===== src/rtl/pms_pkg.sv =====
package pms_pkg;
  localparam int MODE_W = 3;
  localparam int REQ_W  = 3;

  typedef enum logic [MODE_W-1:0] {
    M_RUN = 3'd0, M_VLPR = 3'd1, M_HSRUN = 3'd2, M_WAIT = 3'd3,
    M_VLPW = 3'd4, M_STOP = 3'd5, M_VLPS = 3'd6, M_HALT = 3'd7
  } pwr_mode_e;

  localparam logic [REQ_W-1:0] REQ_WAIT  = 3'd0;
  localparam logic [REQ_W-1:0] REQ_STOP  = 3'd1;
  localparam logic [REQ_W-1:0] REQ_RUN   = 3'd2;
  localparam logic [REQ_W-1:0] REQ_VLPR  = 3'd3;
  localparam logic [REQ_W-1:0] REQ_HSRUN = 3'd4;

  typedef enum logic [3:0] {
    ST_RUN, ST_WAIT, ST_ENT_CPU, ST_ENT_SYS, ST_ENT_REG,
    ST_STOP, ST_EXT_REG, ST_EXT_SYS, ST_HALT
  } seq_state_e;
endpackage


===== src/rtl/pms_req_decode.sv =====
module pms_req_decode
  import pms_pkg::*;
(
  input  pwr_mode_e        base_i,
  input  logic [REQ_W-1:0] req_i,
  output logic             want_wait_o,
  output logic             want_stop_o,
  output logic             want_run_o,
  output pwr_mode_e        new_run_o
);
  always_comb begin
    want_wait_o = 1'b0;
    want_stop_o = 1'b0;
    want_run_o  = 1'b0;
    new_run_o   = base_i;
    case (req_i)
      REQ_WAIT:  want_wait_o = (base_i != M_HSRUN);
      REQ_STOP:  want_stop_o = (base_i != M_HSRUN);
      REQ_RUN: begin
        want_run_o = 1'b1;
        new_run_o  = M_RUN;
      end
      REQ_VLPR: if (base_i != M_HSRUN) begin
        want_run_o = 1'b1;
        new_run_o  = M_VLPR;
      end
      REQ_HSRUN: if (base_i != M_VLPR) begin
        want_run_o = 1'b1;
        new_run_o  = M_HSRUN;
      end
      default: ;
    endcase
  end
endmodule


===== src/rtl/pms_abort_flag.sv =====
module pms_abort_flag (
  input  logic clk_i,
  input  logic rst_ni,
  input  logic set_i,
  input  logic clr_i,
  output logic flag_o
);
  always_ff @(posedge clk_i or negedge rst_ni) begin
    if (!rst_ni)     flag_o <= 1'b0;
    else if (set_i)  flag_o <= 1'b1;
    else if (clr_i)  flag_o <= 1'b0;
  end
endmodule


===== src/rtl/pms_seq_fsm.sv =====
module pms_seq_fsm
  import pms_pkg::*;
(
  input  logic      clk_i,
  input  logic      rst_ni,
  input  logic      sleep_i,
  input  logic      want_wait_i,
  input  logic      want_stop_i,
  input  logic      want_run_i,
  input  pwr_mode_e new_run_i,
  input  logic      irq_i,
  input  logic      rst_req_i,
  input  logic      dbg_en_i,
  input  logic      dbg_req_i,
  input  logic      reg_ack_i,
  output pwr_mode_e base_o,
  output pwr_mode_e mode_o,
  output logic      cpu_clk_en_o,
  output logic      sys_clk_en_o,
  output logic      reg_req_o,
  output logic      abort_o,
  output logic      commit_o
);
  seq_state_e state_q, state_d;
  pwr_mode_e  mode_q, mode_d, base_q, base_d, dest_q, dest_d;
  logic       pend_irq_q, pend_irq_d, pend_rst_q, pend_rst_d;
  logic       dbg_hit;

  assign dbg_hit = dbg_en_i & dbg_req_i;

  always_comb begin
    state_d    = state_q;
    mode_d     = mode_q;
    base_d     = base_q;
    dest_d     = dest_q;
    pend_irq_d = pend_irq_q;
    pend_rst_d = pend_rst_q;
    abort_o    = 1'b0;
    commit_o   = 1'b0;
    case (state_q)
      ST_RUN: begin
        if (rst_req_i) begin
          base_d = M_RUN;
          mode_d = M_RUN;
        end else if (sleep_i) begin
          if (want_run_i) begin
            base_d = new_run_i;
            mode_d = new_run_i;
          end else if (want_wait_i) begin
            state_d = ST_WAIT;
            mode_d  = (base_q == M_VLPR) ? M_VLPW : M_WAIT;
          end else if (want_stop_i) begin
            state_d = ST_ENT_CPU;
          end
        end
      end
      ST_WAIT: begin
        if (rst_req_i) begin
          state_d = ST_RUN;
          base_d  = M_RUN;
          mode_d  = M_RUN;
        end else if (dbg_hit) begin
          state_d = ST_HALT;
          mode_d  = M_HALT;
        end else if (irq_i) begin
          state_d = ST_RUN;
          mode_d  = base_q;
        end
      end
      ST_ENT_CPU, ST_ENT_SYS: begin
        if (irq_i || rst_req_i) begin
          state_d = ST_RUN;
          base_d  = M_RUN;
          mode_d  = M_RUN;
          abort_o = 1'b1;
        end else if (state_q == ST_ENT_CPU) begin
          state_d = ST_ENT_SYS;
        end else begin
          state_d  = ST_ENT_REG;
          commit_o = 1'b1;
        end
      end
      ST_ENT_REG: begin
        // wake events held off until the regulator confirms
        pend_irq_d = pend_irq_q | irq_i;
        pend_rst_d = pend_rst_q | rst_req_i;
        if (reg_ack_i) begin
          state_d = ST_STOP;
          mode_d  = (base_q == M_VLPR) ? M_VLPS : M_STOP;
        end
      end
      ST_STOP: begin
        if (rst_req_i || pend_rst_q) begin
          dest_d  = M_RUN;
          base_d  = M_RUN;
          state_d = ST_EXT_REG;
        end else if (dbg_hit) begin
          dest_d  = M_HALT;
          state_d = ST_EXT_REG;
        end else if (irq_i || pend_irq_q) begin
          dest_d  = base_q;
          state_d = ST_EXT_REG;
        end
        if (state_d == ST_EXT_REG) begin
          pend_irq_d = 1'b0;
          pend_rst_d = 1'b0;
        end
      end
      ST_EXT_REG: if (!reg_ack_i) state_d = ST_EXT_SYS;
      ST_EXT_SYS: begin
        state_d = (dest_q == M_HALT) ? ST_HALT : ST_RUN;
        mode_d  = dest_q;
      end
      ST_HALT: begin
        if (rst_req_i) begin
          state_d = ST_RUN;
          base_d  = M_RUN;
          mode_d  = M_RUN;
        end else if (!dbg_req_i) begin
          state_d = ST_RUN;
          mode_d  = base_q;
        end
      end
      default: state_d = ST_RUN;
    endcase
  end

  always_ff @(posedge clk_i or negedge rst_ni) begin
    if (!rst_ni) begin
      state_q    <= ST_RUN;
      mode_q     <= M_RUN;
      base_q     <= M_RUN;
      dest_q     <= M_RUN;
      pend_irq_q <= 1'b0;
      pend_rst_q <= 1'b0;
    end else begin
      state_q    <= state_d;
      mode_q     <= mode_d;
      base_q     <= base_d;
      dest_q     <= dest_d;
      pend_irq_q <= pend_irq_d;
      pend_rst_q <= pend_rst_d;
    end
  end

  assign base_o       = base_q;
  assign mode_o       = mode_q;
  assign cpu_clk_en_o = (state_q == ST_RUN) || (state_q == ST_HALT);
  assign sys_clk_en_o = (state_q == ST_RUN) || (state_q == ST_HALT) || (state_q == ST_WAIT) ||
                        (state_q == ST_ENT_CPU) || (state_q == ST_EXT_SYS);
  assign reg_req_o    = (state_q == ST_ENT_REG) || (state_q == ST_STOP);
endmodule


===== src/rtl/pwr_mode_seq.sv =====
module pwr_mode_seq
  import pms_pkg::*;
(
  input  logic              clk_i,
  input  logic              rst_ni,
  input  logic              sleep_i,
  input  logic [REQ_W-1:0]  req_mode_i,
  input  logic              irq_i,
  input  logic              rst_req_i,
  input  logic              dbg_en_i,
  input  logic              dbg_req_i,
  input  logic              reg_ack_i,
  output logic              cpu_clk_en_o,
  output logic              sys_clk_en_o,
  output logic              reg_req_o,
  output logic [MODE_W-1:0] mode_o,
  output logic              stop_abort_o
);
  pwr_mode_e base, new_run, mode;
  logic      want_wait, want_stop, want_run, abort_set, commit;

  pms_req_decode u_dec (
    .base_i      (base),
    .req_i       (req_mode_i),
    .want_wait_o (want_wait),
    .want_stop_o (want_stop),
    .want_run_o  (want_run),
    .new_run_o   (new_run)
  );

  pms_seq_fsm u_fsm (
    .clk_i        (clk_i),
    .rst_ni       (rst_ni),
    .sleep_i      (sleep_i),
    .want_wait_i  (want_wait),
    .want_stop_i  (want_stop),
    .want_run_i   (want_run),
    .new_run_i    (new_run),
    .irq_i        (irq_i),
    .rst_req_i    (rst_req_i),
    .dbg_en_i     (dbg_en_i),
    .dbg_req_i    (dbg_req_i),
    .reg_ack_i    (reg_ack_i),
    .base_o       (base),
    .mode_o       (mode),
    .cpu_clk_en_o (cpu_clk_en_o),
    .sys_clk_en_o (sys_clk_en_o),
    .reg_req_o    (reg_req_o),
    .abort_o      (abort_set),
    .commit_o     (commit)
  );

  pms_abort_flag u_flag (
    .clk_i  (clk_i),
    .rst_ni (rst_ni),
    .set_i  (abort_set),
    .clr_i  (commit),
    .flag_o (stop_abort_o)
  );

  assign mode_o = mode;
endmodule


===== config.mk =====
export PLATFORM = sky130hd
export DESIGN_NAME = pwr_mode_seq
export DESIGN_NICKNAME = d
export VERILOG_FILES = /design/src/rtl/pms_pkg.sv /design/src/rtl/pms_req_decode.sv /design/src/rtl/pms_abort_flag.sv /design/src/rtl/pms_seq_fsm.sv /design/src/rtl/pwr_mode_seq.sv
export SDC_FILE = /design/constraint.sdc
export NUM_CORES = 1
export LEC_CHECK = 0
export ABC_AREA = 1
export BUFFER_PORTS_ARGS = -buffer_cell sky130_fd_sc_hd__buf_4
export CAP_MARGIN = 30
export CORE_MARGIN = 2
export CORE_UTILIZATION = 40
export CTS_CLUSTER_SIZE = 24
export DETAILED_ROUTE_END_ITERATION = 10
export PLACE_DENSITY = 0.6
export SETUP_SLACK_MARGIN = 0.2
export SYNTH_ARGS = -nofsm -noshare
export SYNTH_HDL_FRONTEND = slang
export SYNTH_SLANG_ARGS = --single-unit
export TNS_END_PERCENT = 20

===== constraint.sdc =====
create_clock -name clk_i -period 2.2 [get_ports clk_i]
set_input_delay 0.44 -clock clk_i [delete_from_list [all_inputs] [get_ports clk_i]]
set_output_delay 0.44 -clock clk_i [all_outputs]
set_load 0.1 [all_outputs]

## Yosys cells after proc, flatten, opt, wreduce, memory -nomap -nowiden

Cells that the tools add are included.

| word-level totals | value |
|---|---|
| input bits | 11 |
| bits in registers | 16 |
| output and inout bits | 7 |

| operators by class | value |
|---|---|
| equality and inequality tests | 32 |
| multiplexer cells | 61 |
| bitwise gates (word level) | 3 |
| reductions and logical operators | 22 |

Operator list:

| operator | number |
|---|---|
| two-way mux 4 bit | 18 |
| two-way mux 3 bit | 23 |
| case mux 4 bit (8 select lines) | 1 |
| equality test 4 x 3 -> 1 bit (second input constant) | 5 |
| case mux 3 bit (6 select lines) | 1 |
| two-way mux 1 bit | 12 |
| inequality test 3 bit (second input constant) | 4 |
| case mux 3 bit (4 select lines) | 1 |
| inequality test 2 bit (second input constant) | 5 |
| case mux 3 bit (3 select lines) | 1 |
| equality test 4 x 2 -> 1 bit (second input constant) | 2 |
| logical OR 1 bit | 8 |
| inequality test 2 x 1 -> 1 bit (second input constant) | 4 |
| AND reduction 8 bit | 1 |
| AND reduction 7 bit | 1 |
| equality test 3 x 1 -> 1 bit (second input constant) | 2 |
| equality test 3 x 2 -> 1 bit (second input constant) | 2 |
| equality test 3 bit (second input constant) | 2 |
| AND reduction 6 bit | 1 |
| nonzero test 6 bit | 1 |
| equality test 4 x 1 -> 1 bit (second input constant) | 1 |
| equality test 4 bit (second input constant) | 1 |
| logical NOT 4 bit | 1 |
| inequality test 4 x 3 -> 1 bit (second input constant) | 1 |
| other kinds (14) | 19 |

## Logic depth before layout (Yosys ltp)

Gate-level depths: netlist of the first run.

| logic depth | value |
|---|---|
| depth after elaboration | 8 |
| depth in mapped cells | 11 |
| gate-level depth less buffers | 11 |

## Hierarchy

Synthesis of the first run repeated with hierarchy kept, for this count alone.

| unflattened totals | value |
|---|---|
| cells, all modules | 241 |
| area, all modules | 1427.6 um2 |

Modules (own cells, without submodules):

| module | instances | area an instance (um2) | cells an instance |
|---|---|---|---|
| pms_seq_fsm | 1 | 1247.4 | 203 |
| pms_req_decode | 1 | 140.1 | 33 |
| pms_abort_flag | 1 | 40.0 | 5 |

## Least setup slack after synthesis of the first run

Ideal clock, no wire load.

| timing | value |
|---|---|
| kind | reg2out |
| start | register u_fsm.state_q[1] |
| end | output sys_clk_en_o |
| cell stages (with the launch flop) | 7 |
| setup slack | -1.451 ns |
| data arrival time | 3.211 ns |
| cells stage by stage | dfrtp_1 buf_6 nor2_4 inv_1 nor2_1 nor3_1 o21ai_0 |

| on the way | value |
|---|---|
| word-level cells in the longest chain between the ends | 5 |
| elaborated cells on any way between the ends | 9 |
| those cells by class | eq/ne (4); reduce/logical (5) |

Ends and longest elaborated chain:

| what | RTL line | source |
|---|---|---|
| from (decl) | pms_seq_fsm.sv:24 | `seq_state_e state_q, state_d;` |
| from (signal assigned) | pms_seq_fsm.sv:137 | `state_q <= state_d;` |
| equality test 4 bit / logical NOT 4 bit (equally long branches) | -- |  |
| logical OR 1 bit * | -- |  |
| net cpu_clk_en_o | pwr_mode_seq.sv:13 | `output logic cpu_clk_en_o,` |
| logical OR 1 bit * (2 in series) | pms_seq_fsm.sv:149 | `assign sys_clk_en_o = (state_q == ST_RUN) \|\| (state_q == ST_HALT) \|\| (state_q == ST_WAIT) \|\|` |
| logical OR 1 bit * | pms_seq_fsm.sv:150 | `(state_q == ST_ENT_CPU) \|\| (state_q == ST_EXT_SYS);` |
| to (decl) | pwr_mode_seq.sv:14 | `output logic sys_clk_en_o,` |

The timed path passes the listed nets; every way through them passes the cells marked *.

## Worst setup path after layout of the first run

| timing | value |
|---|---|
| start | register u_fsm.state_q[1] |
| end | output sys_clk_en_o |

| on the way | value |
|---|---|
| word-level cells in the longest chain between the ends | 5 |
| elaborated cells on any way between the ends | 9 |
| those cells by class | eq/ne (4); reduce/logical (5) |

Ends and longest elaborated chain:

| what | RTL line |
|---|---|
| equality test 4 bit / logical NOT 4 bit (equally long branches) | pms_seq_fsm.sv:149 |
| logical OR 1 bit (3 in series) | pms_seq_fsm.sv:149 |
| logical OR 1 bit * | pms_seq_fsm.sv:150 |

Every way passes the cells marked *; elsewhere a longest branch is shown, timed or not.

==> results of run 1 <==
## kinds of logic after synthesis
group,after synthesis,synth area share
simple gates,131,0.457
compound gates,27,0.122
flops,16,0.323
buf+inv,30,0.0979
## what timing repair did
action	4_1_cts	5_1_grt
hold endpoints to repair	16	0
setup buffers	1	7
pin swaps	1	4
resized for setup	7	7
setup endpoints to repair	1	1
hold buffers	1	0
## power by group through the flow
stage                     Clock, uW  Sequential (uW)  Combinational (uW)
after floorplan                   0              562                 417
after global placement            0              393                 738
after detailed placement          0              395                 746
after CTS                       207              390                 773
after global routing            221              399                 883
final                           204              391                 815
## worst max-delay path by stage
stage	startpoint	end	slack [ns]	cells past startpoint
detailed placement	u_fsm.state_q[1]	sys_clk_en_o	0.35	6
CTS	u_fsm.state_q[1]	sys_clk_en_o	0.22	6
finish	u_fsm.state_q[1]	sys_clk_en_o	0.30	6
global placement	u_fsm.state_q[1]	sys_clk_en_o	0.45	6
floorplan	u_fsm.state_q[1]	sys_clk_en_o	-0.04	6
global route	u_fsm.state_q[1]	sys_clk_en_o	0.19	6
## through the flow
stage          instances   util
6_report             265  0.518
5_1_grt              265  0.518
4_1_cts              258  0.494
3_5_place_dp         252  0.468
3_3_place_gp         252  0.468
2_1_floorplan        204      -
## area by class of cell
| class | instances | area [um2] | share of cell area |
|---|---|---|---|
| Tap cell | 33 | 41.3 | 0.0265 |
| Multi-Input combinational cell | 158 | 758 | 0.488 |
| Sequential cell | 16 | 404 | 0.260 |
| Inverter | 28 | 105 | 0.0676 |
| Timing Repair Buffer | 26 | 210 | 0.135 |
| Clock buffer | 4 | 36.3 | 0.0233 |
## state kept, by name, summed over array words and instances (netlist names)
register          flops
u_fsm.dest_q          3
u_fsm.base_o          3
u_fsm.pend_rst_q      1
u_fsm.mode_o          3
u_fsm.pend_irq_q      1
u_fsm.state_q         4
u_flag.flag_o         1
## per-layer routing
layer  track usage  up-vias  part of all wire
met2         0.362       41              0.47
met5             0        -                 0
met4        0.0857        0             0.015
met1         0.302      648              0.47
met3        0.0281        6             0.044
li1              -      719                 -
## placed cells by master, fill, tap and decap left out, drive strengths merged
| cell | n |
|---|---|
| nand3 | 22 |
| o2111ai | 1 |
| a21oi | 3 |
| inv | 28 |
| nand4 | 5 |
| dfrtp | 16 |
| o32ai | 1 |
| buf | 25 |
| o21bai | 1 |
| o311ai | 1 |
| o21ai | 18 |
| clkbuf | 4 |
| nor2 | 38 |
| nand2 | 62 |
| nor3 | 4 |
| dlygate4sd3 | 1 |
| o22ai | 2 |
## worst register-to-register path: cells and delay by family, from the launching register on
family / cells / cell delay [ns]
AND/OR/NAND/NOR: 8 / 0.73
buffers and inverters: 3 / 0.37
flip-flops: 1 / 0.42
==> summary.log, run 1 <==
INFO  outcome        status=completed
INFO  sta            final-max-slew-violation-count=0
INFO  synth          sequential_share_of_the_synthesized_area=0.323
INFO  placement      globalplace.congestion=0.934
INFO  worst_setup_path path_common_cell=sky130_fd_sc_hd__nor2_4
INFO  worst_setup_path crit_path_cell_trace=nor2_4, inv_1, nor2_4, nor3_4, o21ai_2, buf_12
INFO  power          internal_cell_power=675uW
INFO  placement      place.detailed.hpwl=2.86mm
INFO  synth          yosys-top-cells-count=61 x sky130_fd_sc_hd__nand2_1, 31 x sky130_fd_sc_hd__nor2_1, 24 x sky130_fd_sc_hd__inv_1
INFO  cts            cts.clk_slew.worst_paths=0.11ns
INFO  global_route   via_count_of_the_first_global_routing_pass=1,349
INFO  finish         layout-area-overhead-vs-synth=25.4%
INFO  worst_setup_path flop_to_flop_setup_slack=0.57ns
INFO  sta            maxClockFrequency=527MHz
INFO  die            initial_utilization=0.413
INFO  synth          synth_async_sr_flop_share=1.00
INFO  power          clock_power_share=0.144
INFO  synth          syn_inst=204
INFO  die            die_h=59.7um
INFO  min_path       hold_path_end=u_fsm.pend_irq_q
INFO  sta            setup_tns=0ns
INFO  min_path       min_from=irq_i
INFO  sta            fin_crit_share=0.862
INFO  finish         fillCellCount=311
INFO  power          power-per-cell-area=906nW/um2
INFO  synth          yosys.cell_count.top_type=sky130_fd_sc_hd__nand2_1
INFO  min_path       hold-path-cell-count=3
INFO  drt            via_count=1,414
INFO  sta            slew_headroom=0.698
INFO  worst_setup_path critical_path.startpoint_type=register
INFO  flow_run       max_cap_violations=0
INFO  worst_setup_path worst_r2r_path_depth=11
INFO  drt            detail_route.vias_per_cell=5.34
INFO  sta            layout_setup_ws=0.303ns
INFO  synth          syn-cell-area=1240um2
INFO  power          power_frac_comb=0.578
INFO  sta            tightest_slew=0.448ns
INFO  synth          synth-edff-count=0
INFO  finish         design.final.nets=244
INFO  global_route   grt_pass1_wl=6.01mm
INFO  drt            drtIter0Drc=128
INFO  cts            cts.sink_count=16
INFO  die            horizontal_extent_of_the_die=59.7um
INFO  drt            avgRoutedWirePerCell=13.7um
INFO  placement      io_buffer_count=17
INFO  die            io-pin-count=18
INFO  cts            tritoncts=done
INFO  placement      postPlaceCellArea=1410um2
INFO  worst_setup_path cpMaxStageDelayCell=sky130_fd_sc_hd__dfrtp_2
INFO  sta            finalHoldViolCount=0
INFO  drt            finalWirelength=3.62mm
INFO  drt            first_pass_iters=4
INFO  finish         final_cell_area=1560um2
INFO  worst_setup_path critical_path.reg2reg.endpoint=u_fsm.base_o[1]
INFO  die            core_area=3000um2
INFO  cts            insertion_delay=0.29ns
INFO  sta            setup_repair_after_global_routing_missed_its_margin=false
INFO  synth          dominantRegCellSynth=sky130_fd_sc_hd__dfrtp_1
INFO  worst_setup_path worst-path-buf-inv=2
INFO  synth          post_synth_num_cell_types=21
INFO  synth          synth.ff_latch_count=16
INFO  sta            min_period=1.90ns
INFO  worst_setup_path cp.arrival=1.46ns
INFO  cts            cts_htree_levels=1
INFO  synth          synthDominantCellAreaShare=0.323
INFO  sta            hold-worst-slack=0.437ns
INFO  die            rows=20
INFO  power          static-leakage-power=0.000838uW
INFO  die            floorplan.die_area=3560um2
INFO  power          share_seq_of_total_power=0.277
INFO  power          swShare=0.521
INFO  cts            cts.root.buffer_cell=sky130_fd_sc_hd__clkbuf_4
INFO  drt            route.antenna.remaining_nets=0
INFO  worst_setup_path cp_data_required_time=1.76ns
INFO  synth          syn-mean-instance-area=6.08um2
INFO  global_route   grt_antenna_before_repair=0
INFO  cts            ctsLongestPathBuffers=2
INFO  worst_setup_path setup.worst_path.class=register to output port
INFO  sta            finClkSkew=0.00646ns
INFO  global_route   gr-usage-all-layers=0.223
INFO  placement      detailedPlace.worstSlack=0.355ns
INFO  worst_setup_path worst_path_largest_cell_delay=0.48ns
INFO  power          report.power.total=1410uW
INFO  sta            finalSetupViolCount=0
INFO  finish         antenna_cells=0
INFO  power          vdd_ir_drop_max=0.280mV
INFO  drt            route.detailed.drc=0
INFO  synth          synth_fp_nets=215
INFO  global_route   total_congestion_overflow_after_global_routing=0
INFO  cts            cts_made_buffers=3
INFO  finish         drive_above_1_share=0.228
INFO  min_path       min_path_type=input pin to register
INFO  power          switchingPower=734uW
INFO  worst_setup_path crit_fanout=8
INFO  worst_setup_path worstSetupEndpointType=output port
INFO  worst_setup_path cpLargestDelayFamily=flip-flops
INFO  synth          yosysWarnings=0
INFO  synth          synth.area.top_cells=sky130_fd_sc_hd__dfrtp_1 32%, sky130_fd_sc_hd__nand2_1 18%, sky130_fd_sc_hd__nor2_1 9.4%
INFO  global_route   grt_max_degree=17
INFO  worst_setup_path regToRegStartpoint=u_fsm.state_q[3]
INFO  synth          synth_area_leader_cell=sky130_fd_sc_hd__dfrtp_1
Power figures use the tool's default switching activity.
==> run 2, diff against run 1 <==
--- a/config.mk
+++ b/config.mk
@@ -10,6 +10,7 @@
 export CAP_MARGIN = 30
 export CORE_MARGIN = 2
 export CORE_UTILIZATION = 40
+export CTS_BUF_LIST = sky130_fd_sc_hd__clkbuf_8
 export CTS_CLUSTER_SIZE = 24
 export DETAILED_ROUTE_END_ITERATION = 10
 export PLACE_DENSITY = 0.6
==> summary.log, run 2 (same netlist as run 1, synthesis figures left out) <==
INFO  drt            detail_route.vias_per_cell=5.34 [about the same]
INFO  global_route   total_congestion_overflow_after_global_routing=0 [unchanged]
INFO  finish         drive_above_1_share=0.196 [was 0.228]
INFO  worst_setup_path critical_path.startpoint_type=register [unchanged]
INFO  finish         final_cell_count_no_fill=258 [was 265]
INFO  power          static-leakage-power=0.000809uW [was 0.000838 uW]
INFO  placement      place.detailed.hpwl=2.86mm [unchanged]
INFO  drt            via_count=1,378 [was 1,414]
INFO  sta            finClkSkew=0.00212ns [was 0.00646 ns]
INFO  die            rows=20 [unchanged]
INFO  die            io-pin-count=18 [unchanged]
INFO  global_route   via_count_of_the_first_global_routing_pass=1,315 [was 1,349]
INFO  finish         regMostFlops=u_fsm.state_q [unchanged]
INFO  sta            maxClockFrequency=522MHz [was 527 MHz]
INFO  worst_setup_path worstSetupEndpointType=output port [unchanged]
INFO  cts            cts.clk_slew.worst_paths=0.07ns [was 0.11 ns]
INFO  worst_setup_path cp_data_required_time=1.76ns [about the same]
INFO  finish         layout.cells.most_common_list=60 x sky130_fd_sc_hd__nand2_1, 28 x sky130_fd_sc_hd__nor2_1, 24 x sky130_fd_sc_hd__inv_1, 22 x sky130_fd_sc_hd__nand3_1, 18 x sky130_fd_sc_hd__buf_4 [was 59 x sky130_fd_sc_hd__nand2_1, 27 x sky130_fd_sc_hd__nor2_1, 24 x sky130_fd_sc_hd__buf_4, 23 x sky130_fd_sc_hd__inv_1, 22 x sky130_fd_sc_hd__nand3_1]
INFO  sta            fin_crit_share=0.871 [was 0.862]
INFO  drt            route.detailed.drc=0 [unchanged]
INFO  global_route   grt_max_degree=17 [unchanged]
INFO  global_route   gr-usage-all-layers=0.223 [unchanged]
INFO  cts            insertion_delay=0.26ns [was 0.29 ns]
INFO  worst_setup_path crit_fanout=8 [unchanged]
INFO  placement      detailedPlace.worstSlack=0.355ns [unchanged]
INFO  cts            cts.root.buffer_cell=sky130_fd_sc_hd__clkbuf_8 [was sky130_fd_sc_hd__clkbuf_4]
INFO  finish         design.final.nets=237 [was 244]
INFO  drt            first_pass_iters=4 [unchanged]
INFO  flow_run       max_cap_violations=0 [unchanged]
INFO  finish         layout.cells.most_common=sky130_fd_sc_hd__nand2_1 [unchanged]
INFO  sta            setup_repair_after_global_routing_missed_its_margin=false [unchanged]
INFO  sta            tightest_slew=0.454ns [was 0.448 ns]
INFO  cts            ctsLongestPathBuffers=2 [unchanged]
INFO  die            floorplan.die_area=3560um2 [unchanged]
INFO  sta            layout_setup_ws=0.285ns [was 0.303 ns]
INFO  placement      postPlaceCellArea=1410um2 [unchanged]
INFO  cts            tritoncts=done [unchanged]
INFO  placement      globalplace.congestion=0.934 [unchanged]
INFO  sta            min_period=1.92ns [was 1.90 ns]
INFO  placement      io_buffer_count=17 [unchanged]
INFO  cts            cts_htree_levels=1 [unchanged]
INFO  global_route   grt_antenna_before_repair=0 [unchanged]
INFO  sta            hold-worst-slack=0.0312ns [was 0.437 ns]
INFO  worst_setup_path setup.worst_path.class=register to output port [unchanged]
INFO  min_path       min_path_type=input pin to async pin [was input pin to register]
INFO  finish         utilization=0.504 [was 0.518]
INFO  drt            finalWirelength=3.52mm [was 3.62 mm]
INFO  drt            drtIter0Drc=103 [was 128]
INFO  outcome        status=completed [unchanged]
INFO  drt            avgRoutedWirePerCell=13.7um [about the same]
INFO  finish         antenna_cells=0 [unchanged]
INFO  die            die_h=59.7um [unchanged]
INFO  sta            finalSetupViolCount=0 [unchanged]
INFO  power          power-per-cell-area=952nW/um2 [was 906 nW/um2]
INFO  cts            cts_made_buffers=3 [unchanged]
INFO  cts            cts.sink_count=16 [unchanged]
INFO  power          vdd_ir_drop_max=0.274mV [was 0.280 mV]
INFO  worst_setup_path cp.arrival=1.48ns [was 1.46 ns]
INFO  die            core_area=3000um2 [unchanged]
INFO  die            initial_utilization=0.413 [unchanged]
INFO  cts            hold_buffers=0 [was 1]
INFO  finish         final_cell_area=1510um2 [was 1560 um2]
INFO  finish         layout-area-overhead-vs-synth=22.1% [was 25.4%]
INFO  sta            finalHoldViolCount=0 [unchanged]
INFO  sta            slew_headroom=0.693 [was 0.698]
INFO  global_route   grt_pass1_wl=5.91mm [was 6.01 mm]
INFO  placement      dpl.cell_count=252 [unchanged]
INFO  finish         largest_register_ff_count=4 [unchanged]
INFO  drt            route.antenna.remaining_nets=0 [unchanged]
INFO  sta            final-max-slew-violation-count=0 [unchanged]
INFO  die            horizontal_extent_of_the_die=59.7um [unchanged]
run 2: changes by cell type in the layout (fill, tap and decap cells not counted), sizes merged:
cell and change:
dlygate4sd3 -1, buf -6
run 2: per-stage QoR:
step / TNS, ns / total power (uW)
floorplan: -0.0422 / 979
global placement: 0 / 1130
global route: 0 / 1540
detailed placement: 0 / 1140
finish: 0 / 1440
CTS: 0 / 1420
run 2: area by class of cell:
class | count | area (um2)
tap | 33 | 41.3
inverter | 28 | 105
fill | 313 | 1490
timing repair buffer | 19 | 155
sequential | 16 | 404
multi-input combinational | 158 | 753
clock buffer | 4 | 55.1
run 2: worst max-delay path: stages, from the launching register on:
cell,delay [ns]
sky130_fd_sc_hd__dfrtp_2,0.47
sky130_fd_sc_hd__nor2_4,0.17
sky130_fd_sc_hd__inv_1,0.11
sky130_fd_sc_hd__nor2_4,0.13
sky130_fd_sc_hd__nor3_4,0.07
sky130_fd_sc_hd__o21ai_2,0.08
sky130_fd_sc_hd__buf_12,0.19
run 2: power by group:
| part | switching, uW | internal, uW | total [uW] | leakage (uW) |
|---|---|---|---|---|
| combinational | 577 | 202 | 780 | 0.000589 |
| clock | 111 | 159 | 270 | 0.0000288 |
| sequential | 43.6 | 348 | 391 | 0.000191 |
run 2: final timing paths:
| kind | start | depth (start not counted) | endpoint | slack, ns |
|---|---|---|---|---|
| worst max-delay path | u_fsm.state_q[1] | 6 | sys_clk_en_o | 0.28 |
| worst min-delay path | rst_ni | 1 | u_fsm.state_q[0] | 0.03 |
| worst max register to register | u_fsm.state_q[2] | 11 | u_fsm.mode_o[2] | 0.57 |
| worst min register to register | u_fsm.mode_o[1] | 2 | u_fsm.mode_o[1] | 0.48 |
| max in group asynchronous | rst_ni | 1 | u_fsm.state_q[2] | 1.97 |
| min in group clk_i | irq_i | 3 | u_fsm.pend_irq_q | 0.48 |
run 2: metal layers:
metal	global-route usage	routed length (um)	vias up
li1	-	-	705
met1	0.302	1700	625
met2	0.354	1630	39
met3	0.0281	114	9
met4	0.102	78	0
met5	0	0	-
run 2: timing repair:
action	in CTS	in global routing
setup buffers	0	2
pin swaps	0	3
gates resized for setup	3	8
setup endpoints to repair	1	1
